File: src/rtl/lpc_pkg.sv
package lpc_pkg;

  typedef enum logic [1:0] {
    ST_WARM  = 2'b00,
    ST_RUN   = 2'b01,
    ST_IDLE  = 2'b10,
    ST_SLEEP = 2'b11
  } lpc_state_e;

  localparam logic [1:0] MODE_RUN   = 2'b00;
  localparam logic [1:0] MODE_IDLE  = 2'b01;
  localparam logic [1:0] MODE_SLEEP = 2'b10;

endpackage

File: src/rtl/lpc_rst_sync.sv
module lpc_rst_sync #(
  parameter int STAGES = 2
) (
  input  logic clk,
  input  logic rst_n,
  output logic rst_n_sync
);

  logic [STAGES-1:0] shift_q;

  always_ff @(posedge clk or negedge rst_n) begin
    if (!rst_n) shift_q <= '0;
    else        shift_q <= {shift_q[STAGES-2:0], 1'b1};
  end

  assign rst_n_sync = shift_q[STAGES-1];

endmodule

File: src/rtl/lpc_startup_timer.sv
module lpc_startup_timer #(
  parameter int CYCLES = 12
) (
  input  logic clk,
  input  logic rst_n,
  input  logic load,
  input  logic run,
  output logic done
);

  localparam int CNT_W = (CYCLES > 1) ? $clog2(CYCLES) : 1;
  localparam logic [CNT_W-1:0] LOAD_VAL = CNT_W'(CYCLES - 1);

  logic [CNT_W-1:0] cnt_q;
  logic [CNT_W-1:0] cnt_d;
  logic             cnt_en;

  assign done = (cnt_q == '0);

  always_comb begin
    cnt_en = load | (run & ~done);
    cnt_d  = load ? LOAD_VAL : (cnt_q - 1'b1);
  end

  always_ff @(posedge clk or negedge rst_n) begin
    if (!rst_n)      cnt_q <= LOAD_VAL;
    else if (cnt_en) cnt_q <= cnt_d;
  end

  AST_TMR_HOLD_ZERO: assert property (@(posedge clk) disable iff (!rst_n)
    (done && !load) |=> done);
  AST_TMR_RELOAD: assert property (@(posedge clk) disable iff (!rst_n)
    load |=> (cnt_q == LOAD_VAL));

endmodule

File: src/rtl/lpc_mode_fsm.sv
module lpc_mode_fsm
  import lpc_pkg::*;
(
  input  logic       clk,
  input  logic       rst_n,
  input  logic       mode_wr,
  input  logic [1:0] mode_code,
  input  logic       ext_irq,
  input  logic       tmr_evt,
  input  logic       rx_evt,
  input  logic       tmr_done,
  output lpc_state_e state,
  output logic       tmr_load,
  output logic       tmr_run
);

  lpc_state_e st_d;
  logic       st_en;
  logic       wake_any;

  assign wake_any = ext_irq | tmr_evt | rx_evt;

  always_comb begin
    st_d     = state;
    tmr_load = 1'b0;
    case (state)
      ST_WARM:  if (tmr_done) st_d = ST_RUN;
      ST_RUN: begin
        if (mode_wr && !wake_any) begin
          if (mode_code == MODE_IDLE)       st_d = ST_IDLE;
          else if (mode_code == MODE_SLEEP) st_d = ST_SLEEP;
        end
      end
      ST_IDLE:  if (wake_any) st_d = ST_RUN;
      ST_SLEEP: begin
        if (ext_irq) begin
          st_d     = ST_WARM;
          tmr_load = 1'b1;
        end
      end
      default:  st_d = ST_WARM;
    endcase
  end

  assign st_en   = (st_d != state);
  assign tmr_run = (state == ST_WARM);

  always_ff @(posedge clk or negedge rst_n) begin
    if (!rst_n)     state <= ST_WARM;
    else if (st_en) state <= st_d;
  end

  AST_IDLE_ENTRY: assert property (@(posedge clk) disable iff (!rst_n)
    (state == ST_RUN && mode_wr && mode_code == MODE_IDLE && !wake_any)
      |=> state == ST_IDLE);
  AST_SLEEP_ENTRY: assert property (@(posedge clk) disable iff (!rst_n)
    (state == ST_RUN && mode_wr && mode_code == MODE_SLEEP && !wake_any)
      |=> state == ST_SLEEP);
  AST_IDLE_WAKE: assert property (@(posedge clk) disable iff (!rst_n)
    (state == ST_IDLE && wake_any) |=> state == ST_RUN);
  AST_SLEEP_HOLD: assert property (@(posedge clk) disable iff (!rst_n)
    (state == ST_SLEEP && !ext_irq) |=> state == ST_SLEEP);
  AST_SLEEP_EXIT: assert property (@(posedge clk) disable iff (!rst_n)
    (state == ST_SLEEP && ext_irq) |=> state == ST_WARM);
  AST_WAKE_PRIORITY: assert property (@(posedge clk) disable iff (!rst_n)
    (state == ST_RUN && wake_any) |=> state == ST_RUN);

endmodule

File: src/rtl/lpc_clk_enables.sv
module lpc_clk_enables
  import lpc_pkg::*;
(
  input  lpc_state_e state,
  output logic       core_clk_en,
  output logic       peri_clk_en,
  output logic       osc_en,
  output logic [1:0] mode_now
);

  always_comb begin
    core_clk_en = 1'b0;
    peri_clk_en = 1'b0;
    osc_en      = 1'b1;
    mode_now    = MODE_RUN;
    case (state)
      ST_RUN: begin
        core_clk_en = 1'b1;
        peri_clk_en = 1'b1;
      end
      ST_IDLE: begin
        peri_clk_en = 1'b1;
        mode_now    = MODE_IDLE;
      end
      ST_SLEEP: begin
        osc_en   = 1'b0;
        mode_now = MODE_SLEEP;
      end
      default: ;
    endcase
  end

endmodule

File: src/rtl/lpc_power_ctrl.sv
module lpc_power_ctrl
  import lpc_pkg::*;
#(
  parameter int STARTUP_CYCLES = 12,
  parameter int RST_STAGES     = 2
) (
  input  logic       clk_ref,
  input  logic       rst_n,
  input  logic       mode_wr,
  input  logic [1:0] mode_code,
  input  logic       ext_irq,
  input  logic       tmr_evt,
  input  logic       rx_evt,
  output logic       core_clk_en,
  output logic       peri_clk_en,
  output logic       osc_en,
  output logic [1:0] mode_now
);

  logic       rst_n_s;
  lpc_state_e state;
  logic       tmr_load;
  logic       tmr_run;
  logic       tmr_done;

  lpc_rst_sync #(.STAGES(RST_STAGES)) u_rst_sync (
    .clk        (clk_ref),
    .rst_n      (rst_n),
    .rst_n_sync (rst_n_s)
  );

  lpc_startup_timer #(.CYCLES(STARTUP_CYCLES)) u_timer (
    .clk   (clk_ref),
    .rst_n (rst_n_s),
    .load  (tmr_load),
    .run   (tmr_run),
    .done  (tmr_done)
  );

  lpc_mode_fsm u_fsm (
    .clk       (clk_ref),
    .rst_n     (rst_n_s),
    .mode_wr   (mode_wr),
    .mode_code (mode_code),
    .ext_irq   (ext_irq),
    .tmr_evt   (tmr_evt),
    .rx_evt    (rx_evt),
    .tmr_done  (tmr_done),
    .state     (state),
    .tmr_load  (tmr_load),
    .tmr_run   (tmr_run)
  );

  lpc_clk_enables u_enables (
    .state       (state),
    .core_clk_en (core_clk_en),
    .peri_clk_en (peri_clk_en),
    .osc_en      (osc_en),
    .mode_now    (mode_now)
  );

  AST_RELEASE_AFTER_WAIT: assert property (@(posedge clk_ref) disable iff (!rst_n_s)
    $rose(peri_clk_en) |-> tmr_done);
  AST_OSC_STAYS_OFF: assert property (@(posedge clk_ref) disable iff (!rst_n_s)
    (!osc_en && !ext_irq) |=> !osc_en);
  AST_CORE_NEEDS_OSC: assert property (@(posedge clk_ref) disable iff (!rst_n_s)
    $rose(osc_en) |-> !core_clk_en);

endmodule

File: config.mk
export PLATFORM = sky130hd
export DESIGN_NAME = lpc_power_ctrl
export DESIGN_NICKNAME = d
export VERILOG_FILES = /design/src/rtl/lpc_pkg.sv /design/src/rtl/lpc_rst_sync.sv /design/src/rtl/lpc_startup_timer.sv /design/src/rtl/lpc_mode_fsm.sv /design/src/rtl/lpc_clk_enables.sv /design/src/rtl/lpc_power_ctrl.sv
export SDC_FILE = /design/constraint.sdc
export NUM_CORES = 1
export LEC_CHECK = 0
export ABC_AREA = 1
export BUFFER_PORTS_ARGS = -buffer_cell sky130_fd_sc_hd__buf_4
export CORE_ASPECT_RATIO = 1.4
export CORE_MARGIN = 2
export CORE_UTILIZATION = 30
export DETAILED_ROUTE_END_ITERATION = 10
export GPL_TIMING_DRIVEN = 0
export PLACE_DENSITY_LB_ADDON = 0.08
export SETUP_SLACK_MARGIN = 0.5
export SYNTH_ARGS = -nofsm -noshare
export SYNTH_HDL_FRONTEND = slang
export SYNTH_HIERARCHICAL = 1
export SYNTH_SLANG_ARGS = --single-unit
File: constraint.sdc
create_clock -name clk_ref -period 1 [get_ports clk_ref]
set_input_delay 0.1 -clock clk_ref [delete_from_list [all_inputs] [get_ports clk_ref]]
set_output_delay 0.1 -clock clk_ref [all_outputs]
set_load 0.02 [all_outputs]
# Word-level counts from Yosys, hierarchy flattened
# Index checks and enable logic that the tools add are counted.
# totals
input_bits	8
ff_bits	8
word_cells	34
out_inout_bits	5
# op_classes
muxes	14
n_reduce_logical	5
eq_ne	6
add_sub_neg	1
bitwise_logic	5
# op_table
operator	count
2-bit 2-to-1 mux	6
2-bit case mux with 4 select lines	1
2-bit == test (second input constant)	3
1-bit 2-to-1 mux	5
2-bit by 1-bit == test with 1-bit output (second input constant)	2
4-bit zero test	1
4-bit 2-to-1 mux	1
2-bit case mux with 2 select lines	1
4-bit by 1-bit subtractor with 4-bit output (second input constant)	1
1-bit OR	3
2-bit zero test	1
2-bit inequality test	1
2-bit OR reduction	1
1-bit AND	1
1-bit logical AND	1
1-bit zero test	1
1-bit inverter	1

# Depth between registers and ports, before layout
# Gate-level depths: netlist of the first run.
# depth
depth_word	7
mapped_depth	7
ltp_nobuf	7

# Cells and area by module
# The synthesis of the first run kept the hierarchy.
# by_module_without_submodules
module	area_per_inst_um2	instances	seq_area_each_um2	cells_each
lpc_startup_timer	264.0	1	103.8	32
lpc_mode_fsm	182.7	1	50.0	32
lpc_clk_enables	65.1	1	0.0	8
lpc_rst_sync	53.8	1	50.0	3

# Least setup slack after synthesis of the first run
# OpenSTA, ideal clock, no wires.
# synth_path
path_type	reg-to-reg
start	reg u_timer.cnt_q[0]
end	reg u_timer.cnt_q[1]
period_less_slack_ps	1217
setup_time_ps	69
path_stages_with_launch	8
n_path_buf	0
setup_slack_ps	-217
arrival_ps	1148
required_time_ps	931
path_cell_list	dfstp_2 > inv_1 > ha_1 > nand2_2 > nand2_4 > nand2_4 > nand2_1 > o21ai_2
# synth_between
elab_chain_len	4
elab_cells_between_ends	6
classes_between	1 x add/sub; 1 x mux; 3 x bitwise; 1 x reduce/logical
# synth_lines
element	line	source
start, declared	lpc_startup_timer.sv:14	logic [CNT_W-1:0] cnt_q;
start signal, assigned	lpc_startup_timer.sv:27	else if (cnt_en) cnt_q <= cnt_d;
parallel branches: the longest is 4 deep, another holds 4-bit by 1-bit subtractor with 4-bit output	-	
# Parallel ways; which one is timed is not known.
# A chain may end at the register's enable or synchronous reset.

# Final worst setup path of the first run
# layout_path
start	reg u_fsm.state[1]
end	out peri_clk_en
# layout_between
elab_chain_len	3
elab_cells_between_ends	4
classes_between	2 x eq/ne; 1 x mux; 1 x reduce/logical
# layout_lines
element	line	source
start, declared	lpc_mode_fsm.sv:12	output lpc_state_e state,
start signal, assigned	lpc_mode_fsm.sv:50	else if (st_en) state <= st_d;
2-bit by 1-bit == test with 1-bit output or 2-bit == test (tied branches)	lpc_clk_enables.sv:16	case (state)
2-bit OR reduction (no line) (*)	-	
1-bit 2-to-1 mux (*)	lpc_clk_enables.sv:16	
end, declared	lpc_power_ctrl.sv:15	output logic peri_clk_en,
# Mark *: on every way between the ends. The rest lies on a longest branch, timed or not.

==> results of run 1 <==
where the power goes:
group / internal (mW) / total (mW) / leakage [nW] / switching (mW)
sequential: 0.483 / 0.623 / 0.0897 / 0.141
clock: 0.152 / 0.255 / 0.0150 / 0.103
combinational: 0.695 / 1.42 / 0.345 / 0.720
synth_stat cells (all sizes together):
cell / number / area [um^2]
nand2: 29 / 129
inv: 15 / 56.3
nand3: 7 / 45.0
nor2: 7 / 38.8
dfrtp: 5 / 125
ha: 5 / 62.6
dfstp: 3 / 78.8
o21ai: 2 / 17.5
conb: 1 / 3.75
xor2: 1 / 8.76
logic make-up (layout without fill, tap and decap cells):
group,count (synthesis),count (layout),synth area share
adders and majority gates,5,5,0.111
AOI/OAI and AO/OA,2,2,0.0310
other,1,1,0.00663
xor gates and xnor gates,1,1,0.0155
buffers and inverters,15,39,0.0996
DFF,8,8,0.361
and+or+nand+nor,43,43,0.376
worst max-delay path by stage:
stage | cells after the start | end | slack [ns] | start
2_1_floorplan | 5 | u_timer/cnt_q[2]$_DFFE_PN0P_ | -0.11 | u_timer/cnt_q[0]$_DFFE_PN1P_
3_3_place_gp | 6 | u_timer/cnt_q[2]$_DFFE_PN0P_ | -0.23 | u_fsm/state[0]$_DFFE_PN0P_
3_5_place_dp | 6 | u_timer/cnt_q[2]$_DFFE_PN0P_ | -0.25 | u_fsm/state[1]$_DFFE_PN0P_
4_1_cts | 3 | peri_clk_en | -0.27 | u_fsm/state[1]$_DFFE_PN0P_
5_1_grt | 4 | peri_clk_en | -0.28 | u_fsm/state[0]$_DFFE_PN0P_
6_report | 3 | peri_clk_en | -0.25 | u_fsm/state[1]$_DFFE_PN0P_
sequential cells by signal, summed over array words and instances, names as in the netlist:
register,cells
u_rst_sync/shift_q,2
u_timer/cnt_q,4
u_fsm/state,2
layout make-up:
type,instances,area (um^2),area share
repair buffers,20,183,0.208
multi-input cells,52,380,0.432
flip-flops and latches,8,206,0.235
clock buffers,4,26.3,0.0299
inverters,15,58.8,0.0669
well taps,20,25.0,0.0284
worst reg2reg max path: cells and delay by family (launching register included):
kind            cells  cell delay, ns
compound gates      1            0.06
flops               1            0.48
simple gates        4            0.39
buf+inv             1            0.19
layer usage:
metal | up-vias | part of all wire | track usage
li1 | 271 | - | -
met1 | 227 | 0.37 | 0.137
met2 | 8 | 0.59 | 0.227
met3 | 2 | 0.025 | 0.0120
met4 | 0 | 0.012 | 0.0571
met5 | - | 0 | 0
timing repair:
action,in CTS,in global routing
hold buffers,1,0
setup endpoints to repair,11,11
pin swaps,2,2
setup buffers,6,1
gates resized for setup,12,2
hold endpoints to repair,2,0
==> implementation parameters, run 1 <==
Parameter                              Value

Run status
  Outcome ... complete, but fails checks
  Failing checks ... negative setup slack

Yosys
  Seq/Total Area, Yosys ... 0.361
  Gate count of the mapped netlist ... 75
  Total number of yosys warnings ... 6
  Syn Std Cell Area ... 566 um^2
  Synth cell types ... 15
  Average footprint of a synthesized cell ... 7.54 um^2
  Seq cells post-synth ... 8
  Synthesized netlist net count ... 88

Timing
  Slew Viols, Final ... 0
  Final critical path time including I/O delays and setup ... 1.25 ns
  Final worst slack ... -0.254 ns
  RSZ-0062 raised after global routing ... yes
  Maximum operating frequency ... 798 MHz
  Setup Viol. Count Final ... 10
  Fin Hold WS ... 0.0975 ns
  Final worst clock skew ... 0.00335 ns
  Total Negative Setup Slacks ... -1.84 ns
  Portion of the clock cycle consumed by the worst path in the final layout ... 1.25
  Count of endpoints failing hold in the final timing report ... 0

Floorplan
  Number of rows in the core area ... 18
  Chip width ... 40.7 um
  Placeable core region ... 1780 um^2
  Ports placed on the boundary ... 13
  Starting density of the core ... 0.318
  Die Footprint ... 2250 um^2
  Vertical die dimension ... 55.4 um

Layout
  Most common cell after layout, fill and taps aside ... sky130_fd_sc_hd__nand2_1
  Number of nets in the layout ... 113
  Final cell utilization of the core ... 0.494
  Most frequent cells in the layout ... sky130_fd_sc_hd__nand2_1, sky130_fd_sc_hd__buf_4, sky130_fd_sc_hd__buf_6, sky130_fd_sc_hd__inv_2, sky130_fd_sc_hd__inv_1
  Filler Cells Inserted ... 191
  Share of post-route cells with drive strength above 1 ... 0.576
  Final Instance Area ... 880 um^2
  Area growth from synthesis to final layout ... 55.5%
  Antenna Diode Count ... 0
  Number of standard cells in the final layout excluding fillers ... 119

Flow run
  Max-cap violations ... 0

Setup path
  Worst flop-to-flop path endpoint ... u_timer/cnt_q[0]$_DFFE_PN1P_
  Required time of the critical path ... 0.90 ns
  Kind of cell adding the most delay to the critical path ... flip-flops
  Crit end category ... output pin
  Maximum single-stage delay on the critical path ... 0.48 ns
  Critical path fanouts, max ... 6
  Beginning of the worst register-to-register path ... u_fsm/state[1]$_DFFE_PN0P_
  Slack of the worst reg-to-reg path ... -0.19 ns
  Crit start category ... register
  Critical Path, Cell by Cell ... ha_4, inv_2, buf_6
  Worst reg2reg path depth ... 6
  Slowest-stage cell, CP ... sky130_fd_sc_hd__dfrtp_2
  Worst Path Class, Setup ... reg2out
  Crit path DAT ... roughly 1.2 ns
  Buffers and inverters on the worst path ... 2

Placed design
  Final weighted congestion in routability-driven placement ... 0.654
  Placed cell area ... 746 um^2
  Port bufs ... 12
  Cell count after placement ... 107
  Place WS ... -0.246 ns
  HPWL after DPL ... 845 um

Power
  Power density over the cells ... 2610 nW/um^2
  Static leakage ... 0.450 nW
  Power Total ... approximately 2.3 mW
  Peak supply drop ... 0.00138 V

CTS
  CTS sink cnt ... 8
  Library cell used as clock root buffer ... sky130_fd_sc_hd__clkbuf_4
  Clock insertion delay at the later pin of the skew report ... roughly 0.24 ns
  TritonCTS clock tree ... yes
  Clock edge transition at the registers on the reported setup and hold paths ... about 0.06 ns
  Buffer levels on the longest clock path ... 2
  Count of H-tree levels built during CTS ... 1
  CTS buffer count ... 3

Worst hold path
  Type of the tightest min-delay check ... reg2async

GRT
  Number of global-route vias before repair ... 523
  Global-route wire length before repair ... roughly 2000 um
  Pin count of the biggest net entering global routing ... 7
  Number of antenna violations at the first check in global routing ... 0
  Global-route usage over all layers ... 0.128
  Total overflow reported by the global router ... 0

Routing
  Avg WL per Cell ... 9.64 um
  Via count ... 508
  Final WL ... 1150 um
  Detailed-routing iteration count for the pre-antenna-repair pass ... 1
  Final antenna-violating net count ... 0
  Number of remaining DRC errors ... 0
  Mean number of vias per cell ... 4.27
  Detailed router's first-iteration violation count ... 0
Note: power is estimated with default switching activity, not from simulation.
==> run 2: changes to the inputs <==
- CELL_PAD_IN_SITES_DETAIL_PLACEMENT: not set -> 2
- CELL_PAD_IN_SITES_GLOBAL_PLACEMENT: not set -> 2
- CORE_UTILIZATION: 30 -> 28
- PLACE_DENSITY: not set -> 0.72
- PLACE_DENSITY_LB_ADDON: 0.08 -> not set
==> run 2 against run 1 <==
The run still ends with negative setup slack left. Setup slack lost 0.045 ns. Hold slack gained 0.0075 ns. Critical path depth did not move. Wire length up 48%. Die area increased by 6.5%. Register-to-register slack worse by 0.06 ns. Critical path type unchanged.
==> implementation parameters, run 2 (synthesized netlist as in run 1, its figures left out) <==
Parameter                              Value

CTS
  Library cell used as clock root buffer ... sky130_fd_sc_hd__clkbuf_4
  CTS sink cnt ... 8
  Buffer levels on the longest clock path ... 2
  Count of H-tree levels built during CTS ... 1
  TritonCTS clock tree ... yes
  Clock edge transition at the registers on the reported setup and hold paths ... 0.07 ns
  CTS buffer count ... 3
  Clock insertion delay at the later pin of the skew report ... 0.27 ns

Setup path
  Buffers and inverters on the worst path ... 2
  Worst flop-to-flop path endpoint ... u_timer/cnt_q[0]$_DFFE_PN1P_
  Critical Path, Cell by Cell ... ha_4, inv_2, buf_6
  Crit start category ... register
  Worst reg2reg path depth ... 7
  Slowest-stage cell, CP ... sky130_fd_sc_hd__dfrtp_2
  Beginning of the worst register-to-register path ... u_timer/cnt_q[0]$_DFFE_PN1P_
  Crit end category ... output pin
  Critical path fanouts, max ... 7
  Required time of the critical path ... about 0.90 ns
  Maximum single-stage delay on the critical path ... about 0.5 ns
  Kind of cell adding the most delay to the critical path ... flip-flops
  Slack of the worst reg-to-reg path ... -0.25 ns
  Crit path DAT ... 1.20 ns
  Worst Path Class, Setup ... reg2out

Routing
  Final WL ... 1700 um
  Detailed router's first-iteration violation count ... 7
  Number of remaining DRC errors ... 0
  Mean number of vias per cell ... 4.55
  Avg WL per Cell ... 14.2 um
  Via count ... 546
  Final antenna-violating net count ... 0
  Detailed-routing iteration count for the pre-antenna-repair pass ... 2

Layout
  Antenna Diode Count ... 0
  Most frequent cells in the layout ... sky130_fd_sc_hd__nand2_1, sky130_fd_sc_hd__buf_4, sky130_fd_sc_hd__buf_6
  Number of standard cells in the final layout excluding fillers ... 120
  Largest reg by FF count ... u_timer/cnt_q
  Area growth from synthesis to final layout ... 61.9%
  Most common cell after layout, fill and taps aside ... sky130_fd_sc_hd__nand2_1
  Number of nets in the layout ... 113
  Share of post-route cells with drive strength above 1 ... 0.626
  Flip-flop count of the largest register after layout ... 4
  Largest registers ... u_timer/cnt_q: 4 flops, u_fsm/state: 2 flops, u_rst_sync/shift_q: 2 flops
  Filler Cells Inserted ... around 230

Floorplan
  Die Footprint ... ~2400 um^2
  Starting density of the core ... 0.294
  Ports placed on the boundary ... 13
  Placeable core region ... 1930 um^2
  Chip width ... ~42 um
  Vertical die dimension ... between 50 and 60 um
  Number of rows in the core area ... 19

Power
  Peak supply drop ... 0.00133 V
  Share of total power consumed by net switching ... 0.458
  Static leakage ... 0.458 nW
  Register share of total power ... 0.248
  Power density over the cells ... around 2700 nW/um^2
  Portion of total power attributed to the clock network ... 0.116
  Internal power contribution ... around 1.3 mW
  Sw Pwr ... approximately 1.1 mW
  Combinational power share ... 0.635

GRT
  Number of antenna violations at the first check in global routing ... 0
  Pin count of the biggest net entering global routing ... 8
  Global-route wire length before repair ... between 2000 and 3000 um
  Global-route usage over all layers ... 0.163
  Number of global-route vias before repair ... 648
  Total overflow reported by the global router ... 0

Timing
  Count of endpoints failing hold in the final timing report ... 0
  Maximum operating frequency ... approximately 770 MHz
  Setup Viol. Count Final ... 11
  Final worst clock skew ... approximately 0.012 ns
  Final critical path time including I/O delays and setup ... 1.30 ns
  Slew Viols, Final ... 0
  Final worst slack ... -0.299 ns
  Portion of the clock cycle consumed by the worst path in the final layout ... 1.30
  RSZ-0062 raised after global routing ... yes

Placed design
  Port bufs ... 12
  Final weighted congestion in routability-driven placement ... 0.726
  Cell count after placement ... 108
  HPWL after DPL ... 1130 um
  Place WS ... -0.269 ns

Worst hold path
  Type of the tightest min-delay check ... reg2async

Run status
  Outcome ... complete, but fails checks
  Failing checks ... negative setup slack

Flow run
  Max-cap violations ... 0
## run 2: per-stage QoR
stage	TNS [ns]	utilization	total power, mW	hold slack [ns]	area, um^2
after global routing	-2.67	0.476	2.67	0.137	916
after CTS	-2.14	0.459	2.37	0.118	883
after detailed placement	-1.23	0.388	1.78	-0.116	747
after global placement	-1.09	0.388	1.71	-0.118	747
after floorplan	-0.458	-	1.50	-0.196	631
final	-2.12	0.476	2.46	0.105	916
## run 2: cell type report
| type | count | area, um^2 | share of cell area |
|---|---|---|---|
| repair buffers | 20 | 183 | 0.199 |
| clock buffers | 4 | 26.3 | 0.0287 |
| inverters | 15 | 61.3 | 0.0669 |
| multi-input cells | 52 | 413 | 0.451 |
| flip-flops and latches | 8 | 206 | 0.225 |
| well taps | 21 | 26.3 | 0.0287 |
## run 2: power groups by stage
| stage | Combinational, mW | Sequential (mW) | Clock [mW] |
|---|---|---|---|
| CTS | 1.48 | 0.613 | 0.282 |
| detailed placement | 1.12 | 0.661 | 0 |
| floorplan | 0.888 | 0.616 | 0 |
| global placement | 1.06 | 0.651 | 0 |
| global route | 1.73 | 0.631 | 0.315 |
| finish | 1.56 | 0.612 | 0.287 |
## run 2: worst reg2reg max path, stage by stage, from the launching register on
cell and delay [ns]:
sky130_fd_sc_hd__dfstp_2 0.56, sky130_fd_sc_hd__inv_4 0.05, sky130_fd_sc_hd__ha_4 0.16, sky130_fd_sc_hd__nand2_4 0.07, sky130_fd_sc_hd__nand2_4 0.07, sky130_fd_sc_hd__nand2_4 0.11, sky130_fd_sc_hd__o21ai_2 0.08, sky130_fd_sc_hd__nand2_1 0.08
## run 2: how the worst max path moves through the flow
stage                                      start                            to  cells after the start
floorplan           u_timer/cnt_q[0]$_DFFE_PN1P_  u_timer/cnt_q[2]$_DFFE_PN0P_                      5
CTS                   u_fsm/state[1]$_DFFE_PN0P_                   peri_clk_en                      3
detailed placement    u_fsm/state[0]$_DFFE_PN0P_  u_timer/cnt_q[2]$_DFFE_PN0P_                      6
global placement      u_fsm/state[0]$_DFFE_PN0P_  u_timer/cnt_q[0]$_DFFE_PN1P_                      6
finish                u_fsm/state[1]$_DFFE_PN0P_                   peri_clk_en                      3
global route          u_fsm/state[1]$_DFFE_PN0P_                   peri_clk_en                      3
## run 2: routing by layer
layer,vias to the layer above,global-route usage,wire length [um]
met5,-,0,0
met2,8,0.330,1070
met3,2,0.0127,33
met1,268,0.156,580
met4,0,0.0829,15
li1,268,-,-
## run 2: what timing repair did
item | CTS | global route
hold endpoints to repair | 2 | 0
pin swaps | 5 | 4
hold buffers | 1 | 0
gates resized for setup | 15 | 8
setup endpoints to repair | 11 | 11
gates cloned | 0 | 0
setup buffers | 6 | 1
